==> src/rtl/ctlw_pkg.sv <==
package ctlw_pkg;
   typedef enum logic [1:0] {
      ST_IDLE  = 2'd0,
      ST_SETUP = 2'd1,
      ST_HIGH  = 2'd2,
      ST_LATCH = 2'd3
   } ctlw_state_e;
endpackage

==> src/rtl/ctlw_tick.sv <==
// Phase timer: expire_o goes high in the last cycle of each HALF_DLY window while run_i is high.
module ctlw_tick #(
   parameter int HALF_DLY = 4
) (
   input  logic clk,
   input  logic rst_n,
   input  logic run_i,
   output logic expire_o
);
   localparam int CW = (HALF_DLY > 1) ? $clog2(HALF_DLY) : 1;

   generate
      if (HALF_DLY < 1) begin : g_bad_dly
         $error("ctlw_tick: HALF_DLY must be at least 1");
      end
      if (HALF_DLY == 1) begin : g_single
         assign expire_o = run_i;
      end else begin : g_count
         logic [CW-1:0] cnt_q;
         always_ff @(posedge clk or negedge rst_n) begin
            if (!rst_n)             cnt_q <= '0;
            else if (!run_i)        cnt_q <= '0;
            else if (expire_o)      cnt_q <= '0;
            else                    cnt_q <= cnt_q + 1'b1;
         end
         assign expire_o = run_i && (cnt_q == CW'(HALF_DLY - 1));
      end
   endgenerate
endmodule

==> src/rtl/ctlw_shreg.sv <==
// Left-shifting word register with a count of the bits already sent.
module ctlw_shreg #(
   parameter int WORD_W = 32
) (
   input  logic              clk,
   input  logic              rst_n,
   input  logic              load_i,
   input  logic              shift_i,
   input  logic [WORD_W-1:0] word_i,
   output logic              msb_o,
   output logic              last_o
);
   localparam int BW = $clog2(WORD_W);

   generate
      if (WORD_W < 2) begin : g_bad_w
         $error("ctlw_shreg: WORD_W must be at least 2");
      end
   endgenerate

   logic [WORD_W-1:0] sr_q;
   logic [BW-1:0]     sent_q;

   always_ff @(posedge clk or negedge rst_n) begin
      if (!rst_n) begin
         sr_q   <= '0;
         sent_q <= '0;
      end else if (load_i) begin
         sr_q   <= word_i;
         sent_q <= '0;
      end else if (shift_i) begin
         sr_q   <= {sr_q[WORD_W-2:0], 1'b0};
         sent_q <= sent_q + 1'b1;
      end
   end

   assign msb_o  = sr_q[WORD_W-1];
   assign last_o = (sent_q == BW'(WORD_W - 1));
endmodule

==> src/rtl/ctlw_shifter.sv <==
module ctlw_shifter
   import ctlw_pkg::*;
#(
   parameter int WORD_W   = 32,
   parameter int HALF_DLY = 4
) (
   input  logic              clk,
   input  logic              rst_n,
   input  logic              start_i,
   input  logic [WORD_W-1:0] word_i,
   input  logic              defer_i,
   input  logic              latch_now_i,
   output logic              sdata_o,
   output logic              sclk_o,
   output logic              sle_o,
   output logic              busy_o,
   output logic              done_o,
   output logic              pend_o
);
   ctlw_state_e state_q;
   logic        defer_q, from_req_q, drive_q, sclk_q, sle_q, done_q, pend_q;
   logic        expire, msb, last, load, shift;

   assign load  = (state_q == ST_IDLE) && start_i;
   assign shift = (state_q == ST_HIGH) && expire && !last;

   ctlw_tick #(.HALF_DLY(HALF_DLY)) u_tick (
      .clk      (clk),
      .rst_n    (rst_n),
      .run_i    (state_q != ST_IDLE),
      .expire_o (expire)
   );

   ctlw_shreg #(.WORD_W(WORD_W)) u_shreg (
      .clk     (clk),
      .rst_n   (rst_n),
      .load_i  (load),
      .shift_i (shift),
      .word_i  (word_i),
      .msb_o   (msb),
      .last_o  (last)
   );

   always_ff @(posedge clk or negedge rst_n) begin
      if (!rst_n) begin
         state_q    <= ST_IDLE;
         defer_q    <= 1'b0;
         from_req_q <= 1'b0;
         drive_q    <= 1'b0;
         sclk_q     <= 1'b0;
         sle_q      <= 1'b0;
         done_q     <= 1'b0;
         pend_q     <= 1'b0;
      end else begin
         done_q <= 1'b0;
         unique case (state_q)
            ST_IDLE: begin
               if (start_i) begin
                  defer_q <= defer_i;
                  drive_q <= 1'b1;
                  state_q <= ST_SETUP;
               end else if (latch_now_i && pend_q) begin
                  sle_q      <= 1'b1;
                  from_req_q <= 1'b1;
                  state_q    <= ST_LATCH;
               end
            end
            ST_SETUP: begin
               if (expire) begin
                  sclk_q  <= 1'b1;
                  state_q <= ST_HIGH;
               end
            end
            ST_HIGH: begin
               if (expire) begin
                  sclk_q <= 1'b0;
                  if (!last) begin
                     state_q <= ST_SETUP;
                  end else if (defer_q) begin
                     drive_q <= 1'b0;
                     pend_q  <= 1'b1;
                     done_q  <= 1'b1;
                     state_q <= ST_IDLE;
                  end else begin
                     drive_q    <= 1'b0;
                     sle_q      <= 1'b1;
                     from_req_q <= 1'b0;
                     state_q    <= ST_LATCH;
                  end
               end
            end
            ST_LATCH: begin
               if (expire) begin
                  sle_q   <= 1'b0;
                  pend_q  <= 1'b0;
                  done_q  <= !from_req_q;
                  state_q <= ST_IDLE;
               end
            end
            default: state_q <= ST_IDLE;
         endcase
      end
   end

   assign sdata_o = drive_q & msb;
   assign sclk_o  = sclk_q;
   assign sle_o   = sle_q;
   assign busy_o  = (state_q != ST_IDLE);
   assign done_o  = done_q;
   assign pend_o  = pend_q;
endmodule

==> config.mk <==
export PLATFORM = sky130hd
export DESIGN_NAME = ctlw_shifter
export DESIGN_NICKNAME = d
export VERILOG_FILES = /design/src/rtl/ctlw_pkg.sv /design/src/rtl/ctlw_tick.sv /design/src/rtl/ctlw_shreg.sv /design/src/rtl/ctlw_shifter.sv
export SDC_FILE = /design/constraint.sdc
export NUM_CORES = 1
export LEC_CHECK = 0
export BUFFER_PORTS_ARGS = -buffer_cell sky130_fd_sc_hd__buf_2
export CAP_MARGIN = 20
export CORE_UTILIZATION = 55
export CTS_CLUSTER_SIZE = 25
export DETAILED_ROUTE_END_ITERATION = 7
export PLACE_DENSITY = 0.9
export SETUP_SLACK_MARGIN = 0.1
export SLEW_MARGIN = 30
export SYNTH_ARGS = -nofsm -noshare
export SYNTH_HDL_FRONTEND = slang
export SYNTH_HIERARCHICAL = 1
export SYNTH_SLANG_ARGS = --single-unit
export TNS_END_PERCENT = 50
==> constraint.sdc <==
create_clock -name clk -period 2.2 [get_ports clk]
set_input_delay 0.44 -clock clk [delete_from_list [all_inputs] [get_ports clk]]
set_output_delay 0.44 -clock clk [all_outputs]
set_load 0.005 [all_outputs]
==> flow_summary.toml, run 1 <==
[worst_setup_path]
path_cells = "ha_2 > and3_1 > ha_1 > nor3b_2 > buf_6 > buf_12 > mux2i_2 > o21ai_1"
cp_slowest_cell = "dfrtp_1"
cp.arrival_ns = 2.23
crit_type = "reg -> reg"
setup.worst_path.start_class = "flip-flop"
critPathMaxFanout = 10
worstPathRequired_ns = 2.37
end_kind = "flip-flop"
max_stage_delay_ns = 0.40

[synth]
synth.distinct_cells = 35
syn_avg_cell_area_um2 = 10.7
syn_area_mm2 = 0.00228
yosysWarnings = 6
synthTopCellsByArea = "dfrtp_1 53%, mux2i_1 15%, o21ai_1 6.8%"
yosys.area.top_type = "dfrtp_1"
ys_seq_elements = 48
synth_nets = 254
yosysTopAreaCellShare_pct = 52.7
synthCells = 214
yosysSeqAreaShare_pct = 52.7

[global_route]
overflow = 0
grt_usage_pct = 20.5
grt_pass1_wl_um = 6630
antenna_found_initial = 0
grt_max_degree = 41
first_global_vias = 1464

[sta]
slew_headroom_pct = 55.7
skew_ns = 0.0102
hold_violations = 0
worst_pin_slew_ns = 0.665
worst_slack_ns = 0.142
final_max_slew_viol_count = 0
fin_crit_sh_pct = 93.5
finalCriticalPeriod_ns = 2.06
final.setup.tns_ns = 0
fmax_ghz = 0.486
setup_viol = 0
rsz0062_at_grt = "no"

[clocking]
ctsHtreeMaxLevel = 2
clock_path_buffers = 2
cts_sinks = 48
cts_tree = "yes"
clock_latency_ns = 0.31
cts_made_buffers = 5
clk_pin_slew_worst_paths_ns = 0.09
cts_root_buf = "clkbuf_8"

[power]
power_density_mw_per_mm2 = 1180
swShare_pct = 33.3
clock_power_share_pct = 19.3
power_leakage_nw = 1.19
p_sw_w = 0.00108
p_seq_share_pct = 47.1
p_int_w = 0.00217
ir_worst_vdd_mv = 0.788
comb_power_share_pct = 33.6

[layout]
drive_above_1_share_pct = 27.4
fin_cells = 313
nets = 302
area_growth_pct = 20.8
insertedDiodeCount = 0
nFillCells = 276

[die]
io_pins = 43
coreArea_mm2 = 0.00400
fp.dieW_um = 66.4
dieArea_mm2 = 0.00441
std_cell_rows = 23
initial_core_util_pct = 57.0
fp.dieH_um = 66.4

[detailed_routing]
postRouteWirelength_um = 4420
drt-initial-drc-count = 107
first_pass_iters = 6
routedWlPerCell_um = 14.1
drc_errors = 0
vias = 1689
antenna_left = 0
routed_via_density = 5.40

[placed_design]
port_buffers = 42
place_congestion = 0.815
hpwl_um = 2960
dp_worst_setup_slack_ns = 0.0878
dp.cells = 301

[hold_path]
hold_path_class = "in -> async"

[status]
status = "finished clean"

[flow_run]
drv_cap = 0
cell families after synthesis:
family,Yosys count,synth area share (%)
xor gates and xnor gates,1,0.384
muxes,36,15.9
and+or+nand+nor,61,13.4
buffers and inverters,17,4.66
AOI/OAI and AO/OA,48,11.3
DFF,48,52.7
adders and majority gates,3,1.65
routing by layer:
metal,vias up,GRT usage [%],part of all wire (%)
met1,793,26.8,45
met4,0,9.57,2.3
li1,839,-,-
met3,12,5.00,3.7
met5,-,0,0
met2,45,31.9,49
final timing paths:
| check | from | end | cells past startpoint | slack [ns] |
|---|---|---|---|---|
| worst max register to register | u_shreg/sent_q[0] | u_shreg/sr_q[29] | 8 | 0.14 |
| max in group asynchronous | rst_n | u_shreg/sr_q[23] | 2 | 1.45 |
| worst min-delay path | rst_n | u_shreg/sr_q[1] | 1 | 0.16 |
| min in group clk | word_i[8] | u_shreg/sr_q[8] | 3 | 0.34 |
| worst min register to register | u_tick/g_count.cnt_q[0] | u_tick/g_count.cnt_q[0] | 1 | 0.46 |
| worst max-delay path | u_shreg/sent_q[0] | u_shreg/sr_q[29] | 8 | 0.14 |
timing repair:
action,4_1_cts,5_1_grt
gates resized for setup,3,2
setup endpoints to repair,2,32
hold buffers,0,0
setup buffers,0,2
pin swaps,0,1
cloned,0,2
critical path: cells and delay by family, from the launching register on:
kind                       cells  cell delay (ns)
adders and majority gates      2             0.45
muxes                          1             0.23
buffers and inverters          2             0.35
and+or+nand+nor                2             0.40
DFF                            1             0.40
AOI/OAI and AO/OA              1             0.10
flip-flops by register name, summed over array words and instances, names as in the netlist:
name and count:
u_tick/g_count.cnt_q 2, sclk_o 1, u_shreg/sent_q 5, u_shreg/sr_q 32
done_o 1, from_req_q 1, drive_q 1, sle_o 1
defer_q 1, state_q 2, pend_o 1
Yosys cell counts, drive strengths merged:
library cell and number:
dfrtp 48, nand2 35, o21ai 35, mux2i 34, buf 10, a21oi 7
nor2 7, clkbuf 4, and2 3, and3 3, ha 3, inv 3
nor3b 3, a31oi 2, mux2 2, nand2b 2, a21bo 1, a41oi 1
and3b 1, and4bb 1, nand3b 1, nand4 1, nor2b 1, nor3 1
o31a 1, o31ai 1, or2 1, or3 1, xnor2 1
placed cells by master (no fill, tap or decap), types with 2 or more instances in the layout:
cell / count
buf_12: 2
buf_2: 42
ha_1: 2
clkbuf_16: 2
nand2b_1: 2
dfrtp_1: 48
mux2_1: 2
nand2_1: 35
o21ai_0: 4
inv_1: 3
and3_1: 3
a21oi_1: 7
buf_4: 8
o21ai_1: 31
a31oi_1: 2
clkbuf_8: 5
nor3b_2: 2
nor2_1: 6
mux2i_1: 32
and2_1: 2
power groups by stage:
stage / Clock, W / Combinational, W / Sequential (W)
6_report: 0.000625 / 0.00109 / 0.00153
5_1_grt: 0.000679 / 0.00123 / 0.00157
4_1_cts: 0.000638 / 0.00104 / 0.00153
3_5_place_dp: 0 / 0.00101 / 0.00153
3_3_place_gp: 0 / 0.000946 / 0.00151
2_1_floorplan: 0 / 0.000772 / 0.00147
area by class of cell:
cell class | count | area [µm²] | share of cell area (%)
well taps | 50 | 62.6 | 2.27
clock inverters | 3 | 42.5 | 1.54
multi-input cells | 149 | 996 | 36.2
flip-flops and latches | 48 | 1200 | 43.6
clock buffers | 5 | 68.8 | 2.50
inverters | 3 | 11.3 | 0.409
repair buffers | 55 | 372 | 13.5
stage by stage:
| step | utilization [%] | power [W] | instance area, µm² | hold WS [ns] |
|---|---|---|---|---|
| after floorplan | - | 0.00224 | 2280 | 0.144 |
| after global placement | 63.9 | 0.00245 | 2550 | 0.443 |
| after detailed placement | 63.9 | 0.00254 | 2550 | 0.462 |
| after CTS | 67.1 | 0.00321 | 2680 | 0.176 |
| after global routing | 68.8 | 0.00347 | 2750 | 0.199 |
| final | 68.8 | 0.00325 | 2750 | 0.156 |
No activity file was read; power rests on OpenSTA's default activity.
==> run 2, diff against run 1 <==
CORE_MARGIN = 1.5   (was unset)
REMOVE_ABC_BUFFERS = 1   (was unset)
==> run 2 against run 1 <==
Sequential share of layout area is 1.4 points lower. Non-clock buffer count is 7 higher. Power is 2.2% higher. Core utilization is 2.2 points higher. Sequential power hardly changed. Largest cell class unchanged. Largest power group unchanged.
==> flow_summary.toml, run 2 (synthesis results as in run 1) <==
[worst_setup_path]
max_stage_delay_ns = 0.40
crit_type = "reg -> reg"
critPathMaxFanout = 8
timing.critical_path.from = "u_shreg/sent_q[0]"
path_cells = "ha_2 > and3_4 > ha_4 > nor3b_4 > buf_12 > buf_6 > mux2i_1 > o21ai_1"
rr_worst_depth = 8
ff2ff_setup_slack_ns = 0.1
worstPathRequired_ns = 2.36
cp_slowest_cell = "dfrtp_1"
cp.arrival_ns = 2.26
r2r_end = "u_shreg/sr_q[4]"
end_kind = "flip-flop"
r2r_start = "u_shreg/sent_q[0]"
setup.worst_path.start_class = "flip-flop"
timing.critical_path.to = "u_shreg/sr_q[4]"

[hold_path]
hold_path_class = "in -> async"

[power]
ir_worst_vdd_mv = 0.715
power_density_mw_per_mm2 = 1170
power_leakage_nw = 1.24
fin_total_pwr_w = 0.00332

[layout]
area_growth_pct = 24.7
largest_reg_flops = 32
top_register = "u_shreg/sr_q"
reg_top3 = "u_shreg/sr_q x32, u_shreg/sent_q x5"
fin_util_pct = 71.1
layout_commonest_cell = "dfrtp_1"
design_area_mm2 = 0.00284
layout_common_cells = "48 x dfrtp_1, 42 x buf_2, 35 x nand2_1"
nets = 309
drive_above_1_share_pct = 29.3
insertedDiodeCount = 0

[clocking]
cts_tree = "yes"
cts_root_buf = "clkbuf_8"
clock_latency_ns = 0.30
clk_pin_slew_worst_paths_ns = 0.09
clock_path_buffers = 2
holdBufCountCts = 0
cts_sinks = 48
cts_made_buffers = 5
ctsHtreeMaxLevel = 2

[sta]
finalCriticalPeriod_ns = 2.10
setup_viol = 0
worst_pin_slew_ns = 0.580
final_max_slew_viol_count = 0
rsz0062_at_grt = "yes"
fmax_ghz = 0.476
hold_violations = 0
slew_headroom_pct = 61.3
fin_crit_sh_pct = 95.5
skew_ns = 0.0151
holdWs_ns = 0.206

[detailed_routing]
first_pass_iters = 4
postRouteWirelength_um = 4590
vias = 1733
drc_errors = 0
antenna_left = 0
drt-initial-drc-count = 135
routedWlPerCell_um = 14.3
routed_via_density = 5.42

[die]
fp.dieW_um = 67.4
initial_core_util_pct = 57.0
coreArea_mm2 = 0.00400
fp.dieH_um = 67.4
dieArea_mm2 = 0.00454
io_pins = 43
std_cell_rows = 23

[global_route]
first_global_vias = 1665
grt_pass1_wl_um = 7200
grt_max_degree = 49
antenna_found_initial = 0
overflow = 0
grt_usage_pct = 21.5

[status]
status = "finished clean"

[flow_run]
drv_cap = 0

[placed_design]
place_congestion = 0.810
placed_cell_area_mm2 = 0.00258
hpwl_um = 2780
port_buffers = 42
==> run 2: critical path, delay by kind of cell, from the launching register on <==
family                     cells  cell delay [ns]
muxes                          1             0.24
adders and majority gates      2             0.39
buffers and inverters          2             0.30
AOI/OAI and AO/OA              1             0.10
DFF                            1             0.40
and+or+nand+nor                2             0.54
==> run 2: timing repair <==
action,4_1_cts,5_1_grt
pin swaps,1,1
endpoints found under the setup margin,14,29
resized for setup,2,7
gates cloned,1,1
buffers inserted,4,3
==> run 2: power breakdown <==
group / switching (W) / internal [W] / total, W / leakage, nW
Clock: 0.000287 / 0.000372 / 0.000658 / 0.0614
Sequential: 0.000249 / 0.00128 / 0.00153 / 0.594
Combinational: 0.000554 / 0.000578 / 0.00113 / 0.580
==> run 2: area by class of cell <==
class                   instances  area [µm²]
flip-flops and latches         48        1200
fillers                       283        1160
multi-input cells             149        1000
repair buffers                 62         443
clock buffers                   6        82.6
well taps                      50        62.6
clock inverters                 2        38.8
inverters                       3        11.3
==> run 2: per-stage QoR <==
stage,std cells,setup TNS (ns),setup slack [ns]
2_1_floorplan,200,-119.07,-3.47
3_3_place_gp,303,0,0.109
3_5_place_dp,303,0,0.0150
4_1_cts,316,0,0.117
5_1_grt,320,0,0.0332
6_report,320,0,0.100
==> run 2: per-layer routing <==
layer  global-route usage [%]  part of all wire (%)  up-vias
met3                     5.17                   4.3        8
met1                     25.5                    42      815
met5                        0                     0        -
met2                     37.5                    52       55
met4                     8.67                   1.9        0
li1                         -                     -      855
==> run 2: worst min path at each step <==
stage	startpoint	end	depth (start not counted)	slack (ns)
3_3_place_gp	u_tick/g_count.cnt_q[0]	u_tick/g_count.cnt_q[0]	1	0.44
3_5_place_dp	u_tick/g_count.cnt_q[0]	u_tick/g_count.cnt_q[0]	1	0.45
5_1_grt	rst_n	done_o	2	0.26
6_report	rst_n	drive_q	2	0.21
4_1_cts	rst_n	done_o	2	0.23
2_1_floorplan	rst_n	defer_q	0	0.14
